### config.mk
export PLATFORM = sky130hd
export DESIGN_NAME = fgroup_builder
export DESIGN_NICKNAME = d
export VERILOG_FILES = /design/src/rtl/fgroup_pkg.sv /design/src/rtl/fgroup_slot.sv /design/src/rtl/fgroup_trim.sv /design/src/rtl/fgroup_builder.sv
export SDC_FILE = /design/constraint.sdc
export NUM_CORES = 2
export LEC_CHECK = 0
export BUFFER_PORTS_ARGS = -buffer_cell sky130_fd_sc_hd__buf_2
export CAP_MARGIN = 20
export CORE_AREA = 4 4 534 536
export CTS_BUF_LIST = sky130_fd_sc_hd__clkbuf_4 sky130_fd_sc_hd__clkbuf_8 sky130_fd_sc_hd__clkbuf_16
export DETAILED_ROUTE_END_ITERATION = 6
export DIE_AREA = 0 0 538 540
export HOLD_SLACK_MARGIN = 0.06
export PLACE_DENSITY = 0.36
export SYNTH_ARGS = -nofsm -noshare
export SYNTH_HDL_FRONTEND = slang
export SYNTH_SLANG_ARGS = --single-unit
### constraint.sdc
create_clock -name clk -period 12.3 [get_ports clk]
set_clock_uncertainty 0.15 [all_clocks]
set_input_delay 2.46 -clock clk [delete_from_list [all_inputs] [get_ports clk]]
set_output_delay 2.46 -clock clk [all_outputs]
set_load 0.01 [all_outputs]
### src/rtl/fgroup_pkg.sv
package fgroup_pkg;
    typedef enum logic [1:0] {
        FG_RUN   = 2'd0,
        FG_WAIT  = 2'd1,
        FG_READY = 2'd2
    } fg_state_e;
endpackage

### src/rtl/fgroup_slot.sv
module fgroup_slot #(
    parameter int ADDR_W     = 32,
    parameter int INST_BYTES = 4,
    parameter int LINE_BYTES = 64,
    parameter int SLOT       = 0
) (
    input  logic [ADDR_W-1:0]                 base_pc_i,
    input  logic [LINE_BYTES*8-1:0]           line_i,
    input  logic [LINE_BYTES/INST_BYTES-1:0]  fault_i,
    input  logic                              dir_taken_i,
    input  logic                              btb_hit_i,
    input  logic [ADDR_W-1:0]                 btb_tgt_i,
    output logic [ADDR_W-1:0]                 pc_o,
    output logic [INST_BYTES*8-1:0]           inst_o,
    output logic [ADDR_W-1:0]                 npc_o,
    output logic                              taken_o,
    output logic                              in_line_o,
    output logic                              faulted_o
);
    localparam int INST_W     = INST_BYTES * 8;
    localparam int LINE_WORDS = LINE_BYTES / INST_BYTES;
    localparam int OFF_W      = $clog2(LINE_BYTES);
    localparam int IB_W       = $clog2(INST_BYTES);
    localparam int WIDX_W     = $clog2(LINE_WORDS);

    logic [WIDX_W:0]   widx;
    logic [WIDX_W-1:0] widx_lo;

    always_comb begin
        pc_o      = base_pc_i + ADDR_W'(SLOT * INST_BYTES);
        widx      = {1'b0, base_pc_i[OFF_W-1:IB_W]} + (WIDX_W+1)'(SLOT);
        widx_lo   = widx[WIDX_W-1:0];
        in_line_o = ~widx[WIDX_W];
        inst_o    = line_i[widx_lo*INST_W +: INST_W];
        faulted_o = in_line_o & fault_i[widx_lo];
        taken_o   = dir_taken_i & btb_hit_i;
        npc_o     = taken_o ? btb_tgt_i : pc_o + ADDR_W'(INST_BYTES);
    end
endmodule

### src/rtl/fgroup_trim.sv
module fgroup_trim #(
    parameter int WIDTH  = 4,
    parameter int ADDR_W = 32,
    parameter int CNT_W  = $clog2(WIDTH + 1)
) (
    input  logic              in_line_i [WIDTH],
    input  logic              faulted_i [WIDTH],
    input  logic              taken_i   [WIDTH],
    input  logic [ADDR_W-1:0] npc_i     [WIDTH],
    input  logic [ADDR_W-1:0] cur_pc_i,
    output logic [WIDTH-1:0]  alive_o,
    output logic [CNT_W-1:0]  count_o,
    output logic [ADDR_W-1:0] next_pc_o,
    output logic              fault_seen_o
);
    always_comb begin
        logic reach;
        reach        = 1'b1;
        alive_o      = '0;
        count_o      = '0;
        next_pc_o    = cur_pc_i;
        fault_seen_o = 1'b0;
        for (int k = 0; k < WIDTH; k++) begin
            if (reach && in_line_i[k]) begin
                if (faulted_i[k]) begin
                    fault_seen_o = 1'b1;
                    reach        = 1'b0;
                end else begin
                    alive_o[k] = 1'b1;
                    count_o    = count_o + CNT_W'(1);
                    next_pc_o  = npc_i[k];
                    if (taken_i[k]) reach = 1'b0;
                end
            end else begin
                reach = 1'b0;
            end
        end
    end
endmodule

### src/rtl/fgroup_builder.sv
module fgroup_builder
    import fgroup_pkg::*;
#(
    parameter int                FETCH_WIDTH = 4,
    parameter int                ADDR_W      = 32,
    parameter int                INST_BYTES  = 4,
    parameter int                LINE_BYTES  = 64,
    parameter int                SEQ_W       = 16,
    parameter logic [ADDR_W-1:0] RESET_PC    = '0,
    localparam int INST_W     = INST_BYTES * 8,
    localparam int LINE_WORDS = LINE_BYTES / INST_BYTES,
    localparam int LINE_BITS  = LINE_BYTES * 8,
    localparam int OFF_W      = $clog2(LINE_BYTES),
    localparam int CNT_W      = $clog2(FETCH_WIDTH + 1)
) (
    input  logic                          clk,
    input  logic                          rst_n,
    input  logic                          fetch_en_i,
    input  logic                          redirect_i,
    input  logic [ADDR_W-1:0]             redirect_pc_i,
    output logic                          imem_req_o,
    output logic [ADDR_W-1:0]             imem_addr_o,
    input  logic                          imem_hit_i,
    input  logic                          imem_fill_done_i,
    input  logic [LINE_BITS-1:0]          imem_line_i,
    input  logic [LINE_WORDS-1:0]         imem_fault_i,
    output logic [FETCH_WIDTH*ADDR_W-1:0] pq_pc_o,
    input  logic [FETCH_WIDTH-1:0]        pq_taken_i,
    input  logic [FETCH_WIDTH-1:0]        btb_hit_i,
    input  logic [FETCH_WIDTH*ADDR_W-1:0] btb_tgt_i,
    output logic                          grp_valid_o,
    output logic [CNT_W-1:0]              grp_count_o,
    output logic [FETCH_WIDTH-1:0]        slot_valid_o,
    output logic [FETCH_WIDTH*INST_W-1:0] slot_inst_o,
    output logic [FETCH_WIDTH*ADDR_W-1:0] slot_pc_o,
    output logic [FETCH_WIDTH*ADDR_W-1:0] slot_npc_o,
    output logic [FETCH_WIDTH*SEQ_W-1:0]  slot_seq_o,
    output logic [ADDR_W-1:0]             fetch_pc_o,
    output logic [ADDR_W-1:0]             fetch_npc_o,
    output logic                          miss_stall_o,
    output logic                          err_o
);
    typedef struct packed {
        fg_state_e                     st;
        logic [ADDR_W-1:0]             pc;
        logic [SEQ_W-1:0]              seq;
        logic                          err;
        logic                          gv;
        logic [CNT_W-1:0]              cnt;
        logic [FETCH_WIDTH-1:0]        sv;
        logic [FETCH_WIDTH*INST_W-1:0] inst;
        logic [FETCH_WIDTH*ADDR_W-1:0] spc;
        logic [FETCH_WIDTH*ADDR_W-1:0] snpc;
        logic [FETCH_WIDTH*SEQ_W-1:0]  sseq;
    } fg_regs_t;

    fg_regs_t r_q, r_d;

    // per-slot evaluation results
    logic [ADDR_W-1:0] s_pc      [FETCH_WIDTH];
    logic [INST_W-1:0] s_inst    [FETCH_WIDTH];
    logic [ADDR_W-1:0] s_npc     [FETCH_WIDTH];
    logic              s_taken   [FETCH_WIDTH];
    logic              s_in_line [FETCH_WIDTH];
    logic              s_faulted [FETCH_WIDTH];

    logic [FETCH_WIDTH-1:0] t_alive;
    logic [CNT_W-1:0]       t_count;
    logic [ADDR_W-1:0]      t_next_pc;
    logic                   t_fault;
    logic                   build;
    logic                   req;

    for (genvar k = 0; k < FETCH_WIDTH; k++) begin : g_slot
        fgroup_slot #(
            .ADDR_W     (ADDR_W),
            .INST_BYTES (INST_BYTES),
            .LINE_BYTES (LINE_BYTES),
            .SLOT       (k)
        ) u_slot (
            .base_pc_i   (r_q.pc),
            .line_i      (imem_line_i),
            .fault_i     (imem_fault_i),
            .dir_taken_i (pq_taken_i[k]),
            .btb_hit_i   (btb_hit_i[k]),
            .btb_tgt_i   (btb_tgt_i[k*ADDR_W +: ADDR_W]),
            .pc_o        (s_pc[k]),
            .inst_o      (s_inst[k]),
            .npc_o       (s_npc[k]),
            .taken_o     (s_taken[k]),
            .in_line_o   (s_in_line[k]),
            .faulted_o   (s_faulted[k])
        );
        assign pq_pc_o[k*ADDR_W +: ADDR_W] = s_pc[k];
    end

    fgroup_trim #(
        .WIDTH  (FETCH_WIDTH),
        .ADDR_W (ADDR_W),
        .CNT_W  (CNT_W)
    ) u_trim (
        .in_line_i    (s_in_line),
        .faulted_i    (s_faulted),
        .taken_i      (s_taken),
        .npc_i        (s_npc),
        .cur_pc_i     (r_q.pc),
        .alive_o      (t_alive),
        .count_o      (t_count),
        .next_pc_o    (t_next_pc),
        .fault_seen_o (t_fault)
    );

    always_comb begin
        r_d      = r_q;
        r_d.gv   = 1'b0;
        r_d.cnt  = '0;
        r_d.sv   = '0;
        r_d.inst = '0;
        r_d.spc  = '0;
        r_d.snpc = '0;
        r_d.sseq = '0;
        build    = 1'b0;
        req      = 1'b0;

        if (redirect_i) begin
            r_d.pc = redirect_pc_i;
            r_d.st = FG_RUN;
        end else begin
            case (r_q.st)
                FG_RUN: begin
                    if (fetch_en_i) begin
                        req = 1'b1;
                        if (imem_hit_i) build  = 1'b1;
                        else            r_d.st = FG_WAIT;
                    end
                end
                FG_WAIT: begin
                    if (imem_fill_done_i) r_d.st = FG_READY;
                end
                FG_READY: begin
                    if (fetch_en_i) begin
                        build  = 1'b1;
                        r_d.st = FG_RUN;
                    end
                end
                default: r_d.st = FG_RUN;
            endcase
        end

        if (build) begin
            r_d.gv  = (t_count != '0);
            r_d.cnt = t_count;
            r_d.sv  = t_alive;
            for (int k = 0; k < FETCH_WIDTH; k++) begin
                if (t_alive[k]) begin
                    r_d.inst[k*INST_W +: INST_W] = s_inst[k];
                    r_d.spc [k*ADDR_W +: ADDR_W] = s_pc[k];
                    r_d.snpc[k*ADDR_W +: ADDR_W] = s_npc[k];
                    r_d.sseq[k*SEQ_W  +: SEQ_W ] = r_q.seq + SEQ_W'(k);
                end
            end
            r_d.seq = r_q.seq + SEQ_W'(t_count);
            r_d.pc  = t_next_pc;
            r_d.err = r_q.err | t_fault;
        end
    end

    always_ff @(posedge clk or negedge rst_n) begin
        if (!rst_n) begin
            r_q    <= '0;
            r_q.st <= FG_RUN;
            r_q.pc <= RESET_PC;
        end else begin
            r_q <= r_d;
        end
    end

    assign imem_req_o   = req;
    assign imem_addr_o  = {r_q.pc[ADDR_W-1:OFF_W], {OFF_W{1'b0}}};
    assign grp_valid_o  = r_q.gv;
    assign grp_count_o  = r_q.cnt;
    assign slot_valid_o = r_q.sv;
    assign slot_inst_o  = r_q.inst;
    assign slot_pc_o    = r_q.spc;
    assign slot_npc_o   = r_q.snpc;
    assign slot_seq_o   = r_q.sseq;
    assign fetch_pc_o   = r_q.pc;
    assign fetch_npc_o  = r_q.pc + ADDR_W'(INST_BYTES);
    assign miss_stall_o = (r_q.st == FG_WAIT);
    assign err_o        = r_q.err;
endmodule

# After elaboration in Yosys (flattened, before gate mapping)
# Index checks and enable logic that the tools add are counted.
[word_totals]
regBits = 507
input_bits = 702
out_inout_bits = 683
elab_cells = 138
[classes]
n_addsub = 16
magnitude_cmp = 4
eq_ne = 6
shifts = 4
mux = 79
bitwise_logic = 11
reduce_logical = 7
[ops]
columns = ["op", "count"]
rows = [
  ["indexed part select 512 x 10 -> 32 bit", 4],
  ["2-to-1 mux 32 bit", 24],
  ["2-to-1 mux 505 bit", 1],
  ["adder 32 x 3 -> 32 bit (second input constant)", 4],
  ["adder 32 x 4 -> 32 bit (second input constant)", 2],
  ["2-to-1 mux 16 bit", 4],
  ["2-to-1 mux 1 bit", 33],
  ["adder 16 x 2 -> 16 bit (second input constant)", 2],
  ["less-than comparator 4 x 5 -> 1 bit (second input constant)", 4],
  ["2-to-1 mux 3 bit", 6],
  ["adder 16 x 1 -> 16 bit (second input constant)", 1],
  ["adder 16 x 3 -> 16 bit", 1],
  ["binary-select mux 1 bit (select 4 bit)", 4],
  ["!= test 3 bit (second input constant)", 4],
  ["adder 4 x 2 -> 5 bit (second input constant)", 2],
  ["2-to-1 mux 2 bit", 5],
  ["AND 1 bit", 7],
  ["adder 3 x 1 -> 3 bit (second input constant)", 2],
  ["case mux 2 bit (3 select lines)", 1],
  ["adder 4 x 1 -> 5 bit (second input constant)", 1],
  ["AND reduction 4 bit", 1],
  ["logical AND 1 bit", 3],
  ["NOT 1 bit", 3],
  ["nonzero test 3 bit", 1],
  ["7 further kinds", 7],
]

# Depth between registers and ports, before layout
[depth]
ltp_word = 14
depth_mapped = 28
mapped_depth_nobuf = 24

# Cells and area by module
# A second synthesis with hierarchy kept.
[unflattened]
cells_unflattened = 4222
hier_area_um2 = 46608.5
[modules_own_cells]
columns = ["mod", "n_inst", "cells_each", "area_per_inst_um2", "seq_area_each_um2"]
rows = [
  ["fgroup_builder", 1, 1935, 22022.4, 12687.2],
  ["fgroup_slot (g_slot[1].u_slot)", 1, 543, 6042.0, 0.0],
  ["fgroup_slot (g_slot[3].u_slot)", 1, 512, 5735.5, 0.0],
  ["fgroup_slot (g_slot[2].u_slot)", 1, 477, 5612.9, 0.0],
  ["fgroup_slot (g_slot[0].u_slot)", 1, 498, 5368.9, 0.0],
  ["fgroup_trim", 1, 257, 1826.8, 0.0],
]

# Worst setup path before layout
# Ideal clock, no wire load.
[synth_timing]
path_type = "input-to-reg"
startpoint = "input port imem_fault_i[9]"
endpoint = "register r_q[472] in the netlist's numbering"
setup_ps = 129
arrival_ps = 6666
required_time_ps = 12021
slack_ps = 5355
cell_stages = 19
n_path_buf = 3
path_cell_list = "mux4_2 -> mux4_2 -> or3_1 -> clkbuf_1 -> or3_1 -> clkbuf_1 -> clkbuf_1 -> xnor2_1 -> ha_1 -> nand2_1 -> xor2_1 -> nand2b_1 -> inv_1 -> ha_1 -> a21oi_1 -> a21oi_1 -> nand4_1 -> or3_1 -> xnor2_1"
[synth_between]
elab_chain_len = 13
word_cells_on_any_way = 32
classes_between = "add/sub: 4; mux: 22; bitwise: 3; reduce/logical: 3"
[synth_lines]
columns = ["item", "line_no", "source"]
rows = [
  ["start, declared", "fgroup_builder.sv:26", "input logic [LINE_WORDS-1:0] imem_fault_i,"],
  ["binary-select mux 1 bit (select 4 bit)", "fgroup_slot.sv:35", "faulted_o = in_line_o & fault_i[widx_lo];"],
  ["2-to-1 mux 1 bit (implied by the code)", "fgroup_slot.sv:35", ""],
  ["2-to-1 mux 1 bit", "fgroup_trim.sv:25", "if (faulted_i[k]) begin"],
  ["adder 1 x 1 -> 2 bit", "fgroup_trim.sv:30", "count_o = count_o + CNT_W'(1);"],
  ["2-to-1 mux 3 bit", "fgroup_trim.sv:25", ""],
  ["2-to-1 mux 3 bit", "fgroup_trim.sv:24", "if (reach && in_line_i[k]) begin"],
  ["adder 3 x 1 -> 3 bit", "fgroup_trim.sv:30", ""],
  ["2-to-1 mux 3 bit", "fgroup_trim.sv:25", ""],
  ["2-to-1 mux 3 bit", "fgroup_trim.sv:24", ""],
  ["adder 3 x 1 -> 3 bit", "fgroup_trim.sv:30", ""],
  ["2-to-1 mux 3 bit", "fgroup_trim.sv:25", ""],
  ["2-to-1 mux 3 bit *", "fgroup_trim.sv:24", ""],
  ["adder 16 x 3 -> 16 bit *", "fgroup_builder.sv:162", "r_d.seq = r_q.seq + SEQ_W'(t_count);"],
  ["end signal, assigned", "fgroup_builder.sv:174", "r_q <= r_d;"],
  ["end, declared", "fgroup_builder.sv:57", "fg_regs_t r_q, r_d;"],
]
# Every way passes the cells marked *; elsewhere a longest branch is shown, timed or not. The select of a mux whose other input is x is not followed.
# A chain may end at the register's enable or synchronous reset.

# Worst setup path in the final report
[layout_timing]
startpoint = "input port imem_fault_i[15]"
endpoint = "register r_q[472] in the netlist's numbering"
# The elaborated chain is that of the path after synthesis.

==> results.md <==
- Status: complete, no violations
- Slowest cell on crit path: mux2i_1
- Hold Path Origin: err_o
- Leakage power: 23.87 nW
- Final Max Slew Viols: 0
- YS warnings: 0
- Die Width: 538 µm
- Initial Util: 15.47%
- Main flop type after synthesis: dfrtp_1
- R2R Setup Slk: 4.66 ns
- Share of the yosys chip area belonging to registers: 29.21%
- Clock transition at the registers of the reported paths: 0.06 ns
- Max-Slew Margin vs Limit: 20.60%
- Global route overflow: 0
- Max-Cap Viols: 0
- Layout cells sized above 1: 47.63%
- PortBufs: 1378
- Clock buffer depth: 3
- Mapped Area: 43430 µm²
- Core box area: 280800 µm²
- Crit-path leading delay family: multiplexers
- # clock sinks: 507
- Worst r2r path cells: 21
- Crit path time final: 7.859 ns
- GPL Wtd Cong: 0.9178
- Hold Fails Final Rpt: 0
- First-pass GRT wire length: 416.5 mm
- Fillcell total: 31270
- Mean Syn Cell Area: 10.56 µm²
- Die Ht: 540 µm
- Post-synth EDFFs: 0
- Most frequent CP cell: ha_1
- Die area: 290500 µm²
- Async SR Flop Fraction: 100.0%
- R2r endpoint: r_q[469]
- DR DRC count: 0
- TritonCTS buffer count: 74
- Crit path required time: 12.75 ns
- Cells along the critical path: buf_2 -> mux4_2 -> mux2i_1 -> mux2i_4 -> buf_4 -> inv_4 -> ha_1 -> nor3_1 -> nor2_1 -> ha_1 -> nand2_1 -> nand2_1 -> ha_1 -> mux2i_1 -> inv_1 -> ha_1 -> nand3_1 -> a21oi_1 -> nand4_1 -> or3_1 -> xnor2_1
- Min Hold Slack: 0.3727 ns
- GR Util All Layers: 21.34%
- Crit path launch type: primary input
- Crit path max fanout: 42
- Largest stage delay, worst path: 0.82 ns
- Via count: 40480
- WP data arrival: 8.30 ns
- Synth unique cells: 80
- Final period util: 63.89%
- Setup TNS: 0 ns
- DP HPWL: 260.4 mm
- Max Clk Rate: 0.1272 GHz
- H-Tree Depth: 3
- NumNets Final: 5506
- Worst skew pair latency: 0.70 ns
- Hold Crit Class: reg -> reg
- WHS Endpoint: err_o
- I/O Pins: 1385
- Post-layout utilization of the core: 19.08%
- Tightest Pin Transition: 1.187 ns
- Initial antenna violation count: 262
- Vias per cell: 4.667
- Largest net degree at the start of global routing: 131
- Hold-fix buffers, CTS: 0
- Vias in the first global route: 40980
- Pwr Total: 0.007895 W
- CTS root buf: clkbuf_16
- DRT Pass-1 Iters: 5
- Number of setup violations in the final report: 0
- Crit. End Element: flip-flop
- Worst Path Buf+Inv: 4
- Number of core rows: 195
- Reg2reg start: fetch_pc_o[3]
- Syn Inst Count: 4113
- CP Class: in -> reg
- Detailed Route Iter0 Violations: 3649
- Antenna-violating nets left: 0
- Synth Register Bits: 507
- Area Overhead vs Synth: 23.39%
- Power per cell area: 147.3 nW/µm²
- Post-CTS Setup Repair Bufs: 0
- Final WL: 322.4 mm
- VDD IR max: 0.0001041 V
- RSZ-0062 raised after global routing: false
- TritonCTS clock tree: yes
- Drt wl/cell: 37.17 µm
- Hold depth: 1
- PostCTS Resize Cnt: 0
[cells in the mapped netlist (16+ instances only)]
| cell | n | share of area (%) |
|---|---|---|
| buf_4 | 594 | 10 |
| mux4_2 | 550 | 29 |
| dfrtp_1 | 507 | 29 |
| nor2_1 | 362 | 3.1 |
| clkbuf_1 | 260 | 2.2 |
| nand2_1 | 259 | 2.2 |
| and3_1 | 146 | 2.1 |
| a211oi_1 | 142 | 2.5 |
| xnor2_1 | 118 | 2.4 |
| mux2i_1 | 108 | 2.5 |
| a21oi_1 | 107 | 1.2 |
| inv_1 | 100 | 0.86 |
| nand3_1 | 94 | 1.1 |
| o21ai_0 | 88 | 1.0 |
| buf_1 | 76 | 0.66 |
| and2_1 | 71 | 1.0 |
| nor3_1 | 67 | 0.77 |
| nand4_1 | 51 | 0.73 |
| xor2_1 | 41 | 0.83 |
| nor4_1 | 33 | 0.48 |
| a31oi_1 | 28 | 0.40 |
| or3_1 | 26 | 0.37 |
| buf_2 | 20 | 0.23 |
| o211ai_1 | 18 | 0.31 |
| ha_1 | 17 | 0.49 |
| mux2_2 | 16 | 0.41 |
| o22ai_1 | 16 | 0.23 |
| o31ai_1 | 16 | 0.28 |
[layout by cell type (no fill, tap or decap), types with 8 or more instances in the layout]
cell and instances:
diode_2 87, nand2b_1 12, clkinv_2 16, xor2_1 40, bufinv_16 12, inv_1 94, nand2_1 253, a211oi_1 142
ha_1 15, clkbuf_4 10, nor4_1 29, o21ai_0 87, o21a_1 8, mux2i_1 107, buf_4 161, a221oi_1 8
o31a_1 10, a21oi_1 107, or3_1 26, or2_2 9, a31oi_1 28, mux4_2 550, nor2_1 357, o211ai_1 18
and3_1 146, nor3_1 67, dfrtp_1 502, o22ai_1 16, mux2_2 16, o31ai_1 16, nand4_1 51, xnor2_1 114
or4_1 11, nand3_1 93, a21boi_0 8, clkbuf_16 74, buf_2 1379, and4_1 12, and2_1 71
[how the worst max path moves through the flow]
stage               slack [ns]       end  depth (start not counted)        startpoint
floorplan                 5.36  r_q[472]                         19   imem_fault_i[9]
global placement          3.45  r_q[472]                         21   imem_fault_i[6]
detailed placement        3.60  r_q[472]                         21  imem_fault_i[15]
CTS                       4.39  r_q[472]                         21  imem_fault_i[15]
global route              4.14  r_q[472]                         21  imem_fault_i[15]
finish                    4.44  r_q[472]                         21  imem_fault_i[15]
[metal layers]
metal / vias to the layer above / part of all wire [%] / track usage [%]
met4: 148 / 5.8 / 11.14
met2: 2478 / 52 / 38.42
li1: 16150 / - / -
met1: 20990 / 35 / 22.62
met3: 722 / 7.7 / 5.734
met5: - / 0.29 / 0
[power by group]
part | internal, W | switching, W | leakage, nW
sequential | 0.00172 | 0.000107 | 6.99
clock | 0.00144 | 0.00101 | 1.31
combinational | 0.00135 | 0.00226 | 15.6
[state kept, by name, indices dropped and copies added (netlist names)]
register / count
slot_valid_o: 4
r_q: 18
grp_valid_o: 1
slot_npc_o: 128
err_o: 1
slot_seq_o: 64
slot_inst_o: 128
grp_count_o: 3
fetch_pc_o: 32
slot_pc_o: 128
[metrics by stage]
stage                     cells  area (µm²)  setup slack, ns
after global placement     8449       50640            3.445
final                      8674       53590            4.441
after global routing       8640       53500            4.141
after CTS                  8586       53340            4.387
after floorplan            4118       43450            5.355
after detailed placement   8452       50660            3.603
[layout make-up]
cell class / instances / area, µm² / area share (%)
timing repair buffer: 1544 / 8193 / 15.29
clock inverter: 44 / 673.1 / 1.256
clock buffer: 90 / 2009 / 3.750
tap: 3743 / 4683 / 8.739
inverter: 104 / 404.1 / 0.7541
sequential: 507 / 12700 / 23.71
multi-input combinational: 2555 / 24700 / 46.10
antenna: 87 / 217.7 / 0.4063
[worst register-to-register path, delay by kind of cell (launching register included)]
family / cells / cell delay [ns]
flip-flops: 1 / 0.57
multiplexers: 2 / 1.18
adder cells (fa/ha/maj): 3 / 1.21
AND/OR/NAND/NOR: 7 / 2.19
XOR/XNOR: 2 / 0.57
AO/OA/AOI/OAI: 1 / 0.11
buffers and inverters: 6 / 1.61
[cell families (layout without fill, tap and decap cells)]
kind of cell | Yosys count | in the layout | synth area share (%)
AO/OA/AOI/OAI | 518 | 518 | 8.026
XOR/XNOR | 159 | 159 | 3.206
adder cells (fa/ha/maj) | 18 | 18 | 0.5358
buffers and inverters | 1056 | 1782 | 14.35
flip-flops | 507 | 507 | 29.21
multiplexers | 674 | 674 | 31.43
other | 1 | 93 | 0.008635
AND/OR/NAND/NOR | 1180 | 1180 | 13.23
Note: power is estimated with default switching activity, not from simulation.
